<file path="config.mk">
export PLATFORM = sky130hd
export DESIGN_NAME = carrier_gated_rx
export DESIGN_NICKNAME = d
export VERILOG_FILES = /design/src/rtl/cgr_pkg.sv /design/src/rtl/cgr_rate_decode.sv /design/src/rtl/cgr_frame_fsm.sv /design/src/rtl/cgr_hold_reg.sv /design/src/rtl/carrier_gated_rx.sv
export SDC_FILE = /design/constraint.sdc
export NUM_CORES = 1
export LEC_CHECK = 0
export BUFFER_PORTS_ARGS = -buffer_cell sky130_fd_sc_hd__buf_4
export CAP_MARGIN = 30
export CORE_ASPECT_RATIO = 0.6
export CORE_MARGIN = 1
export CORE_UTILIZATION = 57
export DETAILED_ROUTE_END_ITERATION = 16
export HOLD_SLACK_MARGIN = 0.02
export PLACE_DENSITY = 0.8
export SLEW_MARGIN = 5
export SYNTH_ARGS = -nofsm -noshare
export SYNTH_HDL_FRONTEND = slang
export SYNTH_SLANG_ARGS = --single-unit
</file>
<file path="constraint.sdc">
create_clock -name clk -period 2.62 [get_ports clk]
set_clock_uncertainty 0.2 [all_clocks]
set_input_delay 0 -clock clk [delete_from_list [all_inputs] [get_ports clk]]
set_output_delay 0 -clock clk [all_outputs]
set_load 0.01 [all_outputs]
</file>
<file path="src/rtl/cgr_pkg.sv">
package cgr_pkg;

  typedef enum logic [1:0] {
    ST_IDLE  = 2'd0,
    ST_START = 2'd1,
    ST_DATA  = 2'd2,
    ST_STOP  = 2'd3
  } rx_state_e;

  localparam logic [1:0] RATE_X1  = 2'b00;
  localparam logic [1:0] RATE_X16 = 2'b01;

endpackage

</file>
<file path="src/rtl/cgr_rate_decode.sv">
module cgr_rate_decode
  import cgr_pkg::*;
#(
  parameter int MID_DIV  = 16,
  parameter int FAST_DIV = 64,
  parameter int CNT_W    = $clog2(FAST_DIV)
) (
  input  logic [1:0]       rate_sel,
  output logic [CNT_W-1:0] bit_last,
  output logic [CNT_W-1:0] half_last,
  output logic             single_x
);

  localparam logic [CNT_W-1:0] MID_BIT   = CNT_W'(MID_DIV - 1);
  localparam logic [CNT_W-1:0] MID_HALF  = CNT_W'(MID_DIV / 2 - 1);
  localparam logic [CNT_W-1:0] FAST_BIT  = CNT_W'(FAST_DIV - 1);
  localparam logic [CNT_W-1:0] FAST_HALF = CNT_W'(FAST_DIV / 2 - 1);

  always_comb begin
    single_x  = 1'b0;
    bit_last  = FAST_BIT;
    half_last = FAST_HALF;
    if (rate_sel == RATE_X1) begin
      single_x  = 1'b1;
      bit_last  = '0;
      half_last = '0;
    end else if (rate_sel == RATE_X16) begin
      bit_last  = MID_BIT;
      half_last = MID_HALF;
    end
  end

endmodule

</file>
<file path="src/rtl/cgr_frame_fsm.sv">
module cgr_frame_fsm
  import cgr_pkg::*;
#(
  parameter int DATA_W = 8,
  parameter int CNT_W  = 6,
  parameter int BIT_W  = $clog2(DATA_W)
) (
  input  logic              clk,
  input  logic              rst_n,
  input  logic              rxc_tick,
  input  logic              rx_en,
  input  logic              dcd_n,
  input  logic              rxd,
  input  logic [CNT_W-1:0]  bit_last,
  input  logic [CNT_W-1:0]  half_last,
  input  logic              single_x,
  output logic              frame_done,
  output logic              stop_level,
  output logic [DATA_W-1:0] frame_bits,
  output rx_state_e         state_out
);

  localparam logic [BIT_W-1:0] LAST_IDX = BIT_W'(DATA_W - 1);

  rx_state_e         state_q, state_d;
  logic [CNT_W-1:0]  sub_q, sub_d;
  logic [BIT_W-1:0]  idx_q, idx_d;
  logic [DATA_W-1:0] sh_q, sh_d;
  logic              kill;
  logic              adv;

  assign kill = ~rx_en | dcd_n;
  assign adv  = rxc_tick & ~kill;

  always_comb begin
    state_d    = state_q;
    sub_d      = sub_q;
    idx_d      = idx_q;
    sh_d       = sh_q;
    frame_done = 1'b0;
    stop_level = rxd;
    if (kill) begin
      state_d = ST_IDLE;
      sub_d   = '0;
      idx_d   = '0;
    end else if (adv) begin
      unique case (state_q)
        ST_IDLE: begin
          if (!rxd) begin
            sub_d   = '0;
            idx_d   = '0;
            state_d = single_x ? ST_DATA : ST_START;
          end
        end
        ST_START: begin
          if (sub_q == half_last) begin
            sub_d   = '0;
            state_d = rxd ? ST_IDLE : ST_DATA;
          end else begin
            sub_d = sub_q + 1'b1;
          end
        end
        ST_DATA: begin
          if (sub_q == bit_last) begin
            sub_d = '0;
            sh_d  = {rxd, sh_q[DATA_W-1:1]};
            if (idx_q == LAST_IDX) begin
              state_d = ST_STOP;
            end else begin
              idx_d = idx_q + 1'b1;
            end
          end else begin
            sub_d = sub_q + 1'b1;
          end
        end
        ST_STOP: begin
          if (sub_q == bit_last) begin
            sub_d      = '0;
            frame_done = 1'b1;
            state_d    = ST_IDLE;
          end else begin
            sub_d = sub_q + 1'b1;
          end
        end
        default: state_d = ST_IDLE;
      endcase
    end
  end

  always_ff @(posedge clk or negedge rst_n) begin
    if (!rst_n) begin
      state_q <= ST_IDLE;
      sub_q   <= '0;
      idx_q   <= '0;
      sh_q    <= '0;
    end else begin
      state_q <= state_d;
      sub_q   <= sub_d;
      idx_q   <= idx_d;
      sh_q    <= sh_d;
    end
  end

  assign frame_bits = sh_q;
  assign state_out  = state_q;

endmodule

</file>
<file path="src/rtl/cgr_hold_reg.sv">
module cgr_hold_reg #(
  parameter int DATA_W = 8
) (
  input  logic              clk,
  input  logic              rst_n,
  input  logic              rx_en,
  input  logic              frame_done,
  input  logic              stop_level,
  input  logic [DATA_W-1:0] frame_bits,
  input  logic              rd_strobe,
  output logic [DATA_W-1:0] rx_data,
  output logic              rx_ready,
  output logic              frame_err,
  output logic              overrun
);

  logic [DATA_W-1:0] data_q, data_d;
  logic              rdy_q, rdy_d;
  logic              fe_q, fe_d;
  logic              ov_q, ov_d;
  logic              load_en;

  assign load_en = rx_en & frame_done;

  always_comb begin
    data_d = data_q;
    rdy_d  = rdy_q;
    fe_d   = fe_q;
    ov_d   = ov_q;
    if (!rx_en) begin
      rdy_d = 1'b0;
      fe_d  = 1'b0;
      ov_d  = 1'b0;
    end else if (load_en) begin
      data_d = frame_bits;
      rdy_d  = 1'b1;
      fe_d   = ~stop_level;
      ov_d   = rdy_q & ~rd_strobe;
    end else if (rd_strobe) begin
      rdy_d = 1'b0;
    end
  end

  always_ff @(posedge clk or negedge rst_n) begin
    if (!rst_n) begin
      data_q <= '0;
      rdy_q  <= 1'b0;
      fe_q   <= 1'b0;
      ov_q   <= 1'b0;
    end else begin
      data_q <= data_d;
      rdy_q  <= rdy_d;
      fe_q   <= fe_d;
      ov_q   <= ov_d;
    end
  end

  assign rx_data   = data_q;
  assign rx_ready  = rdy_q;
  assign frame_err = fe_q;
  assign overrun   = ov_q;

endmodule

</file>
<file path="src/rtl/carrier_gated_rx.sv">
module carrier_gated_rx
  import cgr_pkg::*;
#(
  parameter int DATA_W   = 8,
  parameter int MID_DIV  = 16,
  parameter int FAST_DIV = 64
) (
  input  logic              clk,
  input  logic              rst_n,
  input  logic              rxc_tick,
  input  logic [1:0]        rate_sel,
  input  logic              rx_en,
  input  logic              dcd_n,
  input  logic              rxd,
  input  logic              rd_strobe,
  output logic [DATA_W-1:0] rx_data,
  output logic              rx_ready,
  output logic              frame_err,
  output logic              overrun
);

  localparam int CNT_W = $clog2(FAST_DIV);
  localparam int BIT_W = $clog2(DATA_W);

  logic [1:0]        rst_pipe;
  logic              rst_core_n;
  logic [CNT_W-1:0]  bit_last;
  logic [CNT_W-1:0]  half_last;
  logic              single_x;
  logic              frame_done;
  logic              stop_level;
  logic [DATA_W-1:0] frame_bits;
  rx_state_e         fsm_state;
  logic              fsm_idle;

  // asynchronous assertion, synchronous release
  always_ff @(posedge clk or negedge rst_n) begin
    if (!rst_n) begin
      rst_pipe <= 2'b00;
    end else begin
      rst_pipe <= {rst_pipe[0], 1'b1};
    end
  end
  assign rst_core_n = rst_pipe[1];

  cgr_rate_decode #(
    .MID_DIV  (MID_DIV),
    .FAST_DIV (FAST_DIV),
    .CNT_W    (CNT_W)
  ) u_rate (
    .rate_sel  (rate_sel),
    .bit_last  (bit_last),
    .half_last (half_last),
    .single_x  (single_x)
  );

  cgr_frame_fsm #(
    .DATA_W (DATA_W),
    .CNT_W  (CNT_W),
    .BIT_W  (BIT_W)
  ) u_fsm (
    .clk        (clk),
    .rst_n      (rst_core_n),
    .rxc_tick   (rxc_tick),
    .rx_en      (rx_en),
    .dcd_n      (dcd_n),
    .rxd        (rxd),
    .bit_last   (bit_last),
    .half_last  (half_last),
    .single_x   (single_x),
    .frame_done (frame_done),
    .stop_level (stop_level),
    .frame_bits (frame_bits),
    .state_out  (fsm_state)
  );

  assign fsm_idle = (fsm_state == ST_IDLE);

  cgr_hold_reg #(
    .DATA_W (DATA_W)
  ) u_hold (
    .clk        (clk),
    .rst_n      (rst_core_n),
    .rx_en      (rx_en),
    .frame_done (frame_done),
    .stop_level (stop_level),
    .frame_bits (frame_bits),
    .rd_strobe  (rd_strobe),
    .rx_data    (rx_data),
    .rx_ready   (rx_ready),
    .frame_err  (frame_err),
    .overrun    (overrun)
  );

endmodule

</file>
; Word-level counts from Yosys, hierarchy flattened
; Cells that the tools add are included.
[totals]
register_bits = 32
elab_cells = 82
[classes]
add_sub_neg = 2
n_eq_ne = 15
muxes = 38
n_bitwise = 8
n_reduce_logical = 10
[op_table]
columns = operator, n
row1 = $mux W6, 8
row2 = $mux W2, 9
row3 = $pmux W6 S3, 1
row4 = $mux W3, 5
row5 = $ne A3 B1 Y1 const B, 5
row6 = $eq A6 B6 Y1, 2
row7 = $mux W1, 12
row8 = $pmux W2 S4, 1
row9 = $add A6 B1 Y6 const B, 1
row10 = $ne A3 B2 Y1 const B, 2
row11 = $pmux W3 S2, 1
row12 = $reduce_and A6 Y1, 1
row13 = $mux W5, 1
row14 = $reduce_and A5 Y1, 1
row15 = $eq A2 B1 Y1 const B, 2
row16 = $eq A2 B2 Y1 const B, 2
row17 = $logic_not A2 Y1, 2
row18 = $not A1 Y1, 4
row19 = $reduce_and A2 Y1, 2
row20 = $reduce_and A4 Y1, 1
row21 = $add A3 B1 Y3 const B, 1
row22 = $and A1 B1 Y1, 3
row23 = $eq A3 B3 Y1 const B, 1
row24 = $reduce_bool A3 Y1, 1
row25 = 4 further kinds, 4

; Longest topological paths before layout
; Gate-level depths: netlist of the first run.
[logic_depth]
ltp_word = 11
depth_mapped = 7

; Cells and area by module
; A second synthesis of the first run with hierarchy kept.
[unflattened]
hier_cells = 161
hier_area_um2 = 1729.2
[by_module_without_submodules]
columns = module, instances, cells_per_inst, area_per_inst_um2, seq_area_each_um2
row1 = cgr_frame_fsm, 1, 116, 1154.9, 475.5
row2 = cgr_hold_reg, 1, 28, 427.9, 275.3
row3 = cgr_rate_decode, 1, 14, 92.6, 0.0
row4 = carrier_gated_rx, 1, 3, 53.8, 50.0

; Worst setup path after synthesis of the first run
; No wires, ideal clock.
[synth_timing]
path_type = reg-to-reg
from = reg u_fsm.sub_q[3]
to = reg u_fsm.sh_q[0], in the netlist u_fsm.frame_bits[0]
setup_time_ns = 0.125
t_arrival_ns = 1.876
required_ns = 2.295
path_slack_ns = 0.419
path_stages_with_launch = 8
cell_sequence = dfrtp_1 > buf_6 > or3_4 > a22oi_4 > a21boi_4 > and3_1 > buf_6 > mux2_4
[synth_between]
elab_chain_cells = 2
[synth_rtl]
columns = item, line_no
row1 = "start, declared", cgr_frame_fsm.sv:26  ; logic [CNT_W-1:0] sub_q, sub_d;
row2 = "start signal, assigned", cgr_frame_fsm.sv:98  ; sub_q <= sub_d;
row3 = $eq A6 B6 Y1, cgr_frame_fsm.sv:64  ; if (sub_q == bit_last) begin
row4 = $reduce_and A4 Y1 (no line), --
row5 = "end signal, assigned", cgr_frame_fsm.sv:95  ; sh_q <= '0;
row6 = "end signal, assigned", cgr_frame_fsm.sv:100  ; sh_q <= sh_d;
row7 = "end, declared", cgr_frame_fsm.sv:28  ; logic [DATA_W-1:0] sh_q, sh_d;
; No other way between the ends.
; A chain may end at the register's enable or synchronous reset.

; Final worst setup path of the first run
[layout_timing]
from = reg u_fsm.sub_q[3]
to = reg u_fsm.sh_q[3], in the netlist u_fsm.frame_bits[3]
; The elaborated chain is that of the path after synthesis.

==> results of run 1 <==
-- through the flow --
step | total power [mW] | setup slack [ps]
floorplan | 0.5791 | 419.0
CTS | 0.9581 | 231.1
global placement | 0.6036 | 353.4
detailed placement | 0.6085 | 256.6
finish | 0.9509 | 227.6
global route | 0.9908 | 138.7
-- state kept, by name, summed over array words and instances, names as in the netlist --
| register | count |
|---|---|
| u_hold.rx_data | 8 |
| u_fsm.idx_q | 3 |
| u_hold.frame_err | 1 |
| u_fsm.state_out | 2 |
| u_hold.overrun | 1 |
| u_hold.rx_ready | 1 |
| u_fsm.frame_bits | 8 |
| rst_pipe | 2 |
| u_fsm.sub_q | 6 |
-- layout make-up --
cell class	instances	area, sq um	share of cell area, %
Sequential cell	32	800.8	40.43
Tap cell	32	40.04	2.021
Clock inverter	1	5.005	0.2527
Timing Repair Buffer	31	255.2	12.89
Clock buffer	6	72.57	3.664
Multi-Input combinational cell	97	795.8	40.18
Inverter	3	11.26	0.5685
-- final timing paths --
check | startpoint | end | slack, ps
min in group clk | rate_sel[1] | u_fsm.sub_q[3]$_DFFE_PN0P_ | 130
worst max-delay path | u_fsm.sub_q[3]$_DFFE_PN0P_ | u_fsm.frame_bits[3]$_DFFE_PN0P_ | 230
worst min register to register | rst_pipe[1]$_DFF_PN0_ | u_hold.overrun$_DFFE_PN0P_ | 60
max in group asynchronous | rst_pipe[1]$_DFF_PN0_ | u_fsm.sub_q[1]$_DFFE_PN0P_ | 1490
worst min-delay path | rst_pipe[1]$_DFF_PN0_ | u_hold.overrun$_DFFE_PN0P_ | 60
worst max register to register | u_fsm.sub_q[3]$_DFFE_PN0P_ | u_fsm.frame_bits[3]$_DFFE_PN0P_ | 230
-- report_power, final --
group | leakage (nW) | switching, mW | internal [mW] | total, mW
registers | 0.441 | 0.0141 | 0.502 | 0.517
clock network | 0.0410 | 0.161 | 0.180 | 0.341
logic | 0.490 | 0.0482 | 0.0453 | 0.0935
total | 0.972 | 0.223 | 0.728 | 0.951
-- kinds of logic (layout without fill, tap and decap cells) --
logic type	Yosys count	in the layout
DFF	32	32
other	1	1
adders and majority gates	3	3
buffers and inverters	9	41
and+or+nand+nor	38	38
xor gates and xnor gates	1	1
muxes	20	20
AOI/OAI and AO/OA	34	34
-- per-layer routing --
layer  vias up  global-route usage (%)
li1        569                       -
met1       581                   34.04
met2        31                   41.14
met3         8                   6.279
met4         0                   11.60
met5         -                       0
-- what timing repair did --
item | 4_1_cts | 5_1_grt
gates resized for setup | 0 | 0
hold endpoints to repair | 17 | 0
hold buffers | 9 | 0
-- layout by cell type, fill, tap and decap left out, types with 2 or more instances in the layout --
cell / instances
dlygate4sd3_1: 9
nor2_1: 3
mux2_2: 9
inv_1: 3
nand3_1: 5
clkbuf_8: 5
a21oi_1: 5
nand3b_1: 3
mux2_4: 8
o21a_1: 2
o21ai_0: 5
dfrtp_1: 32
nor2b_1: 2
nand2b_1: 4
a21o_1: 3
ha_1: 3
buf_4: 22
a22o_1: 3
o211ai_1: 3
or2_2: 2
nand2_1: 9
mux2i_1: 2
and3_1: 3
==> metrics.md, run 1 <==
| Metric | Value |
|---|---|
| Chip Height | `43.65 microns` |
| Period utilisation layout | `91.31%` |
| Rel. slew slack | `54.08%` |
| Post-synthesis xor/xnor area fraction | `0.5315%` |
| Worst path top cell family by delay | `simple AND/OR/NAND/NOR gates` |
| PortBufs | `19` |
| Setup TNS Final | `0 ps` |
| Fin. Hold Viols | `0` |
| Final std cells w/o fill | `202` |
| Main flop type after synthesis | `dfrtp_1` |
| Initial Util | `62.71%` |
| TritonCTS clock tree | `done` |
| First-pass iteration count of the detailed router | `4` |
| Routability cong. | `0.8816` |
| Distinct cells, synth | `46` |
| WL met1 | `1579 microns` |
| Maximum clock rate | `418.0 MHz` |
| Largest net degree at the start of global routing | `24` |
| Clk pin slew, worst setup/hold paths | `60 ps` |
| Max clock buf depth | `2` |
| Met3 WL post-DR | `150 microns` |
| Post-synthesis mux area share | `15.34%` |
| Crit-path max FO | `9` |
| Syn Inst Count | `138` |
| Routed vias | `1189` |
| # placed instances | `186` |
| Drt wl/cell | `16.49 microns` |
| RSZ-0062 raised after global routing | `false` |
| Post-CTS setup buffer count | `0` |
| Crit path buffers/inverters | `1` |
| Util after Layout | `75.38%` |
| Setup crit start kind | `flop` |
| Max cap viols | `0` |
| Clk_lat worst skew | `280 ps` |
| Num Clock Sinks | `32` |
| Total GRT Usage | `25.75%` |
| GRT Residual Overflow | `0` |
| First-pass GRT wire length | `5837 microns` |
| CP Cell Sequence | `or3_4, a22oi_4, a21boi_4, and3_1, buf_4, mux2_4` |
| Met2 Wirelength | `1547 microns` |
| Slowest stage cell, crit path | `dfrtp_1` |
| IO Pins | `20` |
| Number of synthesized flops with an enable pin | `0` |
| Pin slew with the least headroom to its limit | `688.8 ps` |
| Most common cell in the netlist | `dfrtp_1` |
| Clk root buf | `clkbuf_8` |
| Ys Warns | `0` |
| Worst R2R Path Depth | `6` |
| CTS Buf Count | `5` |
| Starting DRC count in detailed routing | `88` |
| Mapped Area | `1648 sq um` |
| Yosys top cell area share | `48.60%` |
| Dpl cell area | `1813 sq um` |
| Cell depth of the worst setup path | `6` |
| Status | `finished clean` |
| Number of antenna violations at the first check in global routing | `0` |
| Post-DP HPWL | `2480 microns` |
| Die X | `71.42 microns` |
| Synth Area per Inst | `11.94 sq um` |
| Sequential share of the synthesized area | `48.60%` |
| CP Class | `flop to flop` |
| Synth area leaders | `dfrtp_1 (49%), mux2_4 (7.3%), mux2_2 (6.2%)` |
| Final Instance Area | `1981 sq um` |
| # setup viols final | `0` |
| Hold WC Path Type | `flop to asynchronous set/reset pin` |
| Core area | `2628 sq um` |
| Share of layout cells above drive strength 1 | `31.76%` |
| Critical Path End Type | `flop` |
| Row count | `14` |
| Compound-cell area share of the yosys netlist | `17.01%` |
| Routed Antenna Nets | `0` |
| Die area | `3117 sq um` |
| Final WL | `3331 microns` |
| Detailed-route DRC error count | `0` |
| Fill count | `169` |
| #FFs+latches synth | `32` |
| Post-synth top area cell | `dfrtp_1` |
| Worst EP required | `2580 ps` |
| Leakage power | `0.9716 nW` |
| Nets@finish | `182` |
| Min Tclk post-route | `2392 ps` |
| Mean number of vias per cell | `5.886` |
| Asr flop ratio synth | `100.0%` |
| CP Data Arrival Time | `2350 ps` |
| Simple-gate portion of the synthesized area | `12.91%` |
| Main combinational cell family by area after synthesis | `compound AO/OA/AOI/OAI gates` |
| Commonest cells post-synth | `dfrtp_1 (32), mux2_2 (9), nand2_1 (9)` |
| Post-Synth Adder-Cell Area | `2.278%` |
| Hold_ws | `55.23 ps` |
| P per Cell Area | `480.1 nW/um^2` |
| Slew Viols, Final | `0` |
| Post-synth net total | `150` |
| H-tree Lvls | `2` |
| Layout area overhead | `20.20%` |
| Peak supply drop | `373.3 uV` |
| Max incr delay on CP | `470 ps` |
| Vias in the first global route | `1223` |
| Inserted Diodes | `0` |
| Top Metal Used | `met4` |
(Power assumes the default switching activity.)
==> run 2, diff against run 1 <==
--- a/config.mk
+++ b/config.mk
@@ -7,7 +7,7 @@
 export LEC_CHECK = 0
 export BUFFER_PORTS_ARGS = -buffer_cell sky130_fd_sc_hd__buf_4
 export CAP_MARGIN = 30
-export CORE_ASPECT_RATIO = 0.6
+export CORE_ASPECT_RATIO = 2
 export CORE_MARGIN = 1
 export CORE_UTILIZATION = 57
 export DETAILED_ROUTE_END_ITERATION = 16
==> run 2 against run 1 <==
Via count is 2.4% higher. Largest cell class unchanged. Wire length is 0.84% higher. Worst hold slack worse by 11 ps. Combinational power is 2% lower. Global-route usage is 0.71 points higher.
==> metrics.md, run 2 (synthesis gave the netlist of run 1 again) <==
| Metric | Value |
|---|---|
| Chip Height | `78.04 microns` |
| Clk root buf | `clkbuf_8` |
| Pin slew with the least headroom to its limit | `691.3 ps` |
| Worst EP required | `2590 ps` |
| Mean number of vias per cell | `6.116` |
| Most frequent cells in the layout | `dfrtp_1 (32), buf_4 (22), nand2_1 (9), mux2_2 (9)` |
| Routed vias | `1217` |
| Final WL | `3359 microns` |
| Max cap viols | `0` |
| Post-CTS setup buffer count | `0` |
| Max clock buf depth | `2` |
| Hold WC Path Type | `flop to asynchronous set/reset pin` |
| P per Cell Area | `498.8 nW/um^2` |
| Inserted Diodes | `0` |
| Setup crit start kind | `flop` |
| IO Pins | `20` |
| H-tree Lvls | `2` |
| First-pass GRT wire length | `5727 microns` |
| CP Data Arrival Time | `2330 ps` |
| Setup TNS Final | `0 ps` |
| Post-DP HPWL | `2357 microns` |
| # setup viols final | `0` |
| Min Tclk post-route | `2358 ps` |
| Routability cong. | `0.8694` |
| Post-cts sizing count | `0` |
| CTS Buf Count | `5` |
| Util after Layout | `72.25%` |
| Worst R2R Path Depth | `6` |
| Maximum clock rate | `424.0 MHz` |
| # placed instances | `183` |
| Layout area overhead | `19.97%` |
| Fin. Hold Viols | `0` |
| Leakage power | `0.9742 nW` |
| Nets@finish | `181` |
| Met2 Wirelength | `1939 microns` |
| Initial Util | `60.22%` |
| Clk_lat worst skew | `300 ps` |
| RSZ-0062 raised after global routing | `false` |
| Critical Path End Type | `flop` |
| Vias in the first global route | `1298` |
| Share of layout cells above drive strength 1 | `32.94%` |
| Die area | `3123 sq um` |
| Most common cell after layout, fill and taps aside | `dfrtp_1` |
| First-pass iteration count of the detailed router | `4` |
| Drt wl/cell | `16.88 microns` |
| Row count | `27` |
| Starting DRC count in detailed routing | `40` |
| Clk pin slew, worst setup/hold paths | `80 ps` |
| Met3 WL post-DR | `106 microns` |
| TritonCTS clock tree | `done` |
| Reg-to-reg setup timing slack | `260 ps` |
| Num Clock Sinks | `32` |
| Fill count | `179` |
| Critical R2R Launch | `u_fsm.sub_q[4]$_DFFE_PN0P_` |
| Routed Antenna Nets | `0` |
| Reg-to-reg endpoint | `u_fsm.frame_bits[1]$_DFFE_PN0P_` |
| Largest net degree at the start of global routing | `31` |
| Slew Viols, Final | `0` |
| Core area | `2736 sq um` |
| Status | `finished clean` |
| Rel. slew slack | `53.92%` |
| Crit-path max FO | `8` |
| Total GRT Usage | `26.46%` |
| CP Class | `flop to flop` |
| PortBufs | `19` |
| WL met1 | `1224 microns` |
| Die X | `40.02 microns` |
| Peak supply drop | `405.9 uV` |
| GRT Residual Overflow | `0` |
| Number of antenna violations at the first check in global routing | `0` |
| Period utilisation layout | `90.02%` |
| Final std cells w/o fill | `199` |
| Detailed-route DRC error count | `0` |
| Top Metal Used | `met4` |
-- run 2: changes by cell type in the layout (fill, tap and decap cells not counted) --
cell | previous run | this run
clkbuf_1 | 1 | 0
clkinv_2 | 1 | 2
clkinv_4 | 0 | 1
dlygate4sd3_1 | 9 | 8
-- run 2: area by class of cell --
type	count	area, sq um	share of cell area, %
clock buffer	5	68.82	3.481
inverter	3	11.26	0.5696
multi-input combinational	97	795.8	40.25
clock inverter	3	18.77	0.9494
tap	29	36.28	1.835
timing repair buffer	30	245.2	12.41
sequential	32	800.8	40.51
-- run 2: layer usage --
layer	vias up	global-route usage [%]
li1	567	-
met1	610	29.25
met2	31	44.68
met3	9	6.497
met4	0	11.03
met5	-	0
-- run 2: report_power, final --
part	internal (mW)	switching (mW)	total, mW
clock network	0.185	0.193	0.378
logic	0.0444	0.0475	0.0919
registers	0.502	0.0145	0.516
total	0.731	0.255	0.986
-- run 2: per-stage QoR --
step                      instance area (sq um)  setup slack, ps  power (mW)  hold WS [ps]
after floorplan                            1648            419.0      0.5791        -495.6
after global placement                     1809            358.8      0.6031        -418.9
after detailed placement                   1809            280.3      0.6078        -416.5
after CTS                                  1977            262.4      0.9899         65.47
after global routing                       1977            114.8       1.020         86.34
final                                      1977            261.5      0.9860         44.61
-- run 2: how the worst max path moves through the flow --
stage | startpoint | to | slack, ps
floorplan | u_fsm.sub_q[3]$_DFFE_PN0P_ | u_fsm.frame_bits[0]$_DFFE_PN0P_ | 420
global placement | u_fsm.sub_q[3]$_DFFE_PN0P_ | u_fsm.frame_bits[3]$_DFFE_PN0P_ | 360
detailed placement | u_fsm.sub_q[4]$_DFFE_PN0P_ | u_fsm.frame_bits[3]$_DFFE_PN0P_ | 280
CTS | u_fsm.sub_q[4]$_DFFE_PN0P_ | u_fsm.frame_bits[1]$_DFFE_PN0P_ | 260
global route | u_fsm.sub_q[4]$_DFFE_PN0P_ | u_fsm.frame_bits[4]$_DFFE_PN0P_ | 110
finish | u_fsm.sub_q[4]$_DFFE_PN0P_ | u_fsm.frame_bits[1]$_DFFE_PN0P_ | 260
-- run 2: what timing repair did --
| item | 4_1_cts | 5_1_grt |
|---|---|---|
| setup endpoints to repair | 0 | 0 |
| hold buffers | 8 | 0 |
| hold endpoints to repair | 11 | 0 |
-- run 2: worst max-delay path, cell delays in order (launching register included) --
cell      delay [ps]
dfrtp_1          470
nor4_1           480
nand2_1          190
a21boi_4         220
and3_1           180
buf_4            190
mux2_4           310
==> run 3, diff against run 2 <==
--- a/config.mk
+++ b/config.mk
@@ -9,10 +9,10 @@
 export CAP_MARGIN = 30
 export CORE_ASPECT_RATIO = 2
 export CORE_MARGIN = 1
-export CORE_UTILIZATION = 57
+export CORE_UTILIZATION = 55
 export DETAILED_ROUTE_END_ITERATION = 16
 export HOLD_SLACK_MARGIN = 0.02
-export PLACE_DENSITY = 0.8
+export PLACE_DENSITY = 0.78
 export SLEW_MARGIN = 5
 export SYNTH_ARGS = -nofsm -noshare
 export SYNTH_HDL_FRONTEND = slang
==> run 3 against run 2 <==
Clock-buffer cell count unchanged. Cell area increased by 1.1%. Die area up 3.5%. Clock power up 25%. Cell count unchanged. Critical endpoint is now u_fsm.frame_bits[0]$_DFFE_PN0P_. Highest routed layer unchanged.
==> metrics.md, run 3 (synthesis gave the netlist of run 1 again) <==
| Metric | Value |
|---|---|
| Status | `finished clean` |
| Clk_lat worst skew | `280 ps` |
| CP Data Arrival Time | `2300 ps` |
| Die area | `3232 sq um` |
| Number of antenna violations at the first check in global routing | `0` |
| Post-DP HPWL | `2258 microns` |
| Routed vias | `1177` |
| RSZ-0062 raised after global routing | `false` |
| Largest net degree at the start of global routing | `31` |
| Critical R2R Launch | `u_fsm.sub_q[3]$_DFFE_PN0P_` |
| Clk root buf | `clkbuf_8` |
| Slew Viols, Final | `0` |
| First-pass iteration count of the detailed router | `4` |
| Leakage power | `0.9846 nW` |
| # setup viols final | `0` |
| Max clock buf depth | `2` |
| Most frequent cells in the layout | `dfrtp_1 (32), buf_4 (23), nand2_1 (9), mux2_2 (9), mux2_4 (8)` |
| Fin. Hold Viols | `0` |
| Worst EP required | `2590 ps` |
| Min Tclk post-route | `2336 ps` |
| CP Class | `flop to flop` |
| Critical Path End Type | `flop` |
| Rel. slew slack | `54.42%` |
| Inserted Diodes | `0` |
| Max cap viols | `0` |
| P per Cell Area | `539.5 nW/um^2` |
| Layout area overhead | `21.26%` |
| Core area | `2804 sq um` |
| Mean number of vias per cell | `5.915` |
| Row count | `27` |
| Most common cell after layout, fill and taps aside | `dfrtp_1` |
| Setup crit start | `u_fsm.sub_q[3]$_DFFE_PN0P_` |
| Peak supply drop | `454.9 uV` |
| Maximum clock rate | `428.1 MHz` |
| IO Pins | `20` |
| Chip Height | `79.41 microns` |
| CTS Buf Count | `5` |
| Vias in the first global route | `1234` |
| H-tree Lvls | `2` |
| Drt wl/cell | `15.68 microns` |
| Final WL | `3120 microns` |
| Final Instance Area | `1998 sq um` |
| TritonCTS clock tree | `done` |
| Hold WC Path Type | `flop to asynchronous set/reset pin` |
| First-pass GRT wire length | `5037 microns` |
| PortBufs | `19` |
| Initial Util | `58.77%` |
| GRT Residual Overflow | `0` |
| Setup crit start kind | `flop` |
| Total GRT Usage | `22.75%` |
| Die X | `40.71 microns` |
| Share of layout cells above drive strength 1 | `33.53%` |
| Dpl cell area | `1817 sq um` |
| Num Clock Sinks | `32` |
| Nets@finish | `181` |
| Setup TNS Final | `0 ps` |
| Detailed-route DRC error count | `0` |
| Routability cong. | `0.7516` |
| Post-cts sizing count | `0` |
| Routed Antenna Nets | `0` |
| Period utilisation layout | `89.16%` |
| Pin slew with the least headroom to its limit | `683.7 ps` |
| Crit-path max FO | `9` |
| Clk pin slew, worst setup/hold paths | `70 ps` |
| Starting DRC count in detailed routing | `19` |
## run 3: cell count changes in the layout (fill, tap and decap cells not counted)
cell           change
buf_4              +1
bufinv_16          +1
clkinv_2           -1
clkinv_4           -1
clkinvlp_4         +1
dlygate4sd3_1      -1
## run 3: timing repair
item / in CTS / in global routing
buffers inserted: 0 / 0
hold buffers: 7 / 0
hold endpoints to repair: 10 / 0
## run 3: final timing paths
path	slack, ps	endpoint	cells after the start
max in group asynchronous	1730	rst_pipe[1]$_DFF_PN0_	3
min reg2reg	50	u_fsm.sub_q[5]$_DFFE_PN0P_	1
max	280	u_fsm.frame_bits[0]$_DFFE_PN0P_	6
min	50	u_fsm.sub_q[5]$_DFFE_PN0P_	1
min in group clk	100	u_fsm.sub_q[3]$_DFFE_PN0P_	4
max reg2reg	280	u_fsm.frame_bits[0]$_DFFE_PN0P_	6
## run 3: layer usage
layer | GRT usage [%] | part of all wire [%] | up-vias
met5 | 0 | 0 | -
met4 | 8.000 | 1.5 | 0
met3 | 5.014 | 2.7 | 5
met2 | 41.27 | 57 | 29
met1 | 23.00 | 38 | 577
li1 | - | - | 566
## run 3: through the flow
stage | util (%) | power, mW | hold WS [ps] | worst slack, ps | instances
6_report | 71.26 | 1.078 | 53.19 | 283.9 | 199
5_1_grt | 71.26 | 1.115 | 117.7 | 203.9 | 199
4_1_cts | 71.26 | 1.088 | 79.23 | 285.5 | 199
3_5_place_dp | 64.79 | 0.6076 | -417.4 | 296.1 | 184
3_3_place_gp | 64.79 | 0.6041 | -418.1 | 346.2 | 184
2_1_floorplan | - | 0.5791 | -495.6 | 419.0 | 138
## run 3: final cells by class
type | count | area, sq um
clock inverters | 3 | 42.54
fillers | 200 | 805.8
clock buffers | 5 | 68.82
well taps | 29 | 36.28
repair buffers | 30 | 242.7
multi-input cells | 97 | 795.8
inverters | 3 | 11.26
flip-flops and latches | 32 | 800.8
## run 3: worst max-delay path, stage by stage (launching register included)
cell	delay [ps]
dfrtp_1	460
or3_4	430
a22oi_4	190
a21boi_4	250
and3_1	180
buf_4	190
mux2_4	310
## run 3: report_power, final
group / internal [mW] / leakage (nW) / total (mW) / switching [mW]
Combinational: 0.0443 / 0.489 / 0.0911 / 0.0468
Sequential: 0.502 / 0.441 / 0.516 / 0.0139
Clock: 0.281 / 0.0541 / 0.471 / 0.190
Total: 0.827 / 0.985 / 1.08 / 0.251
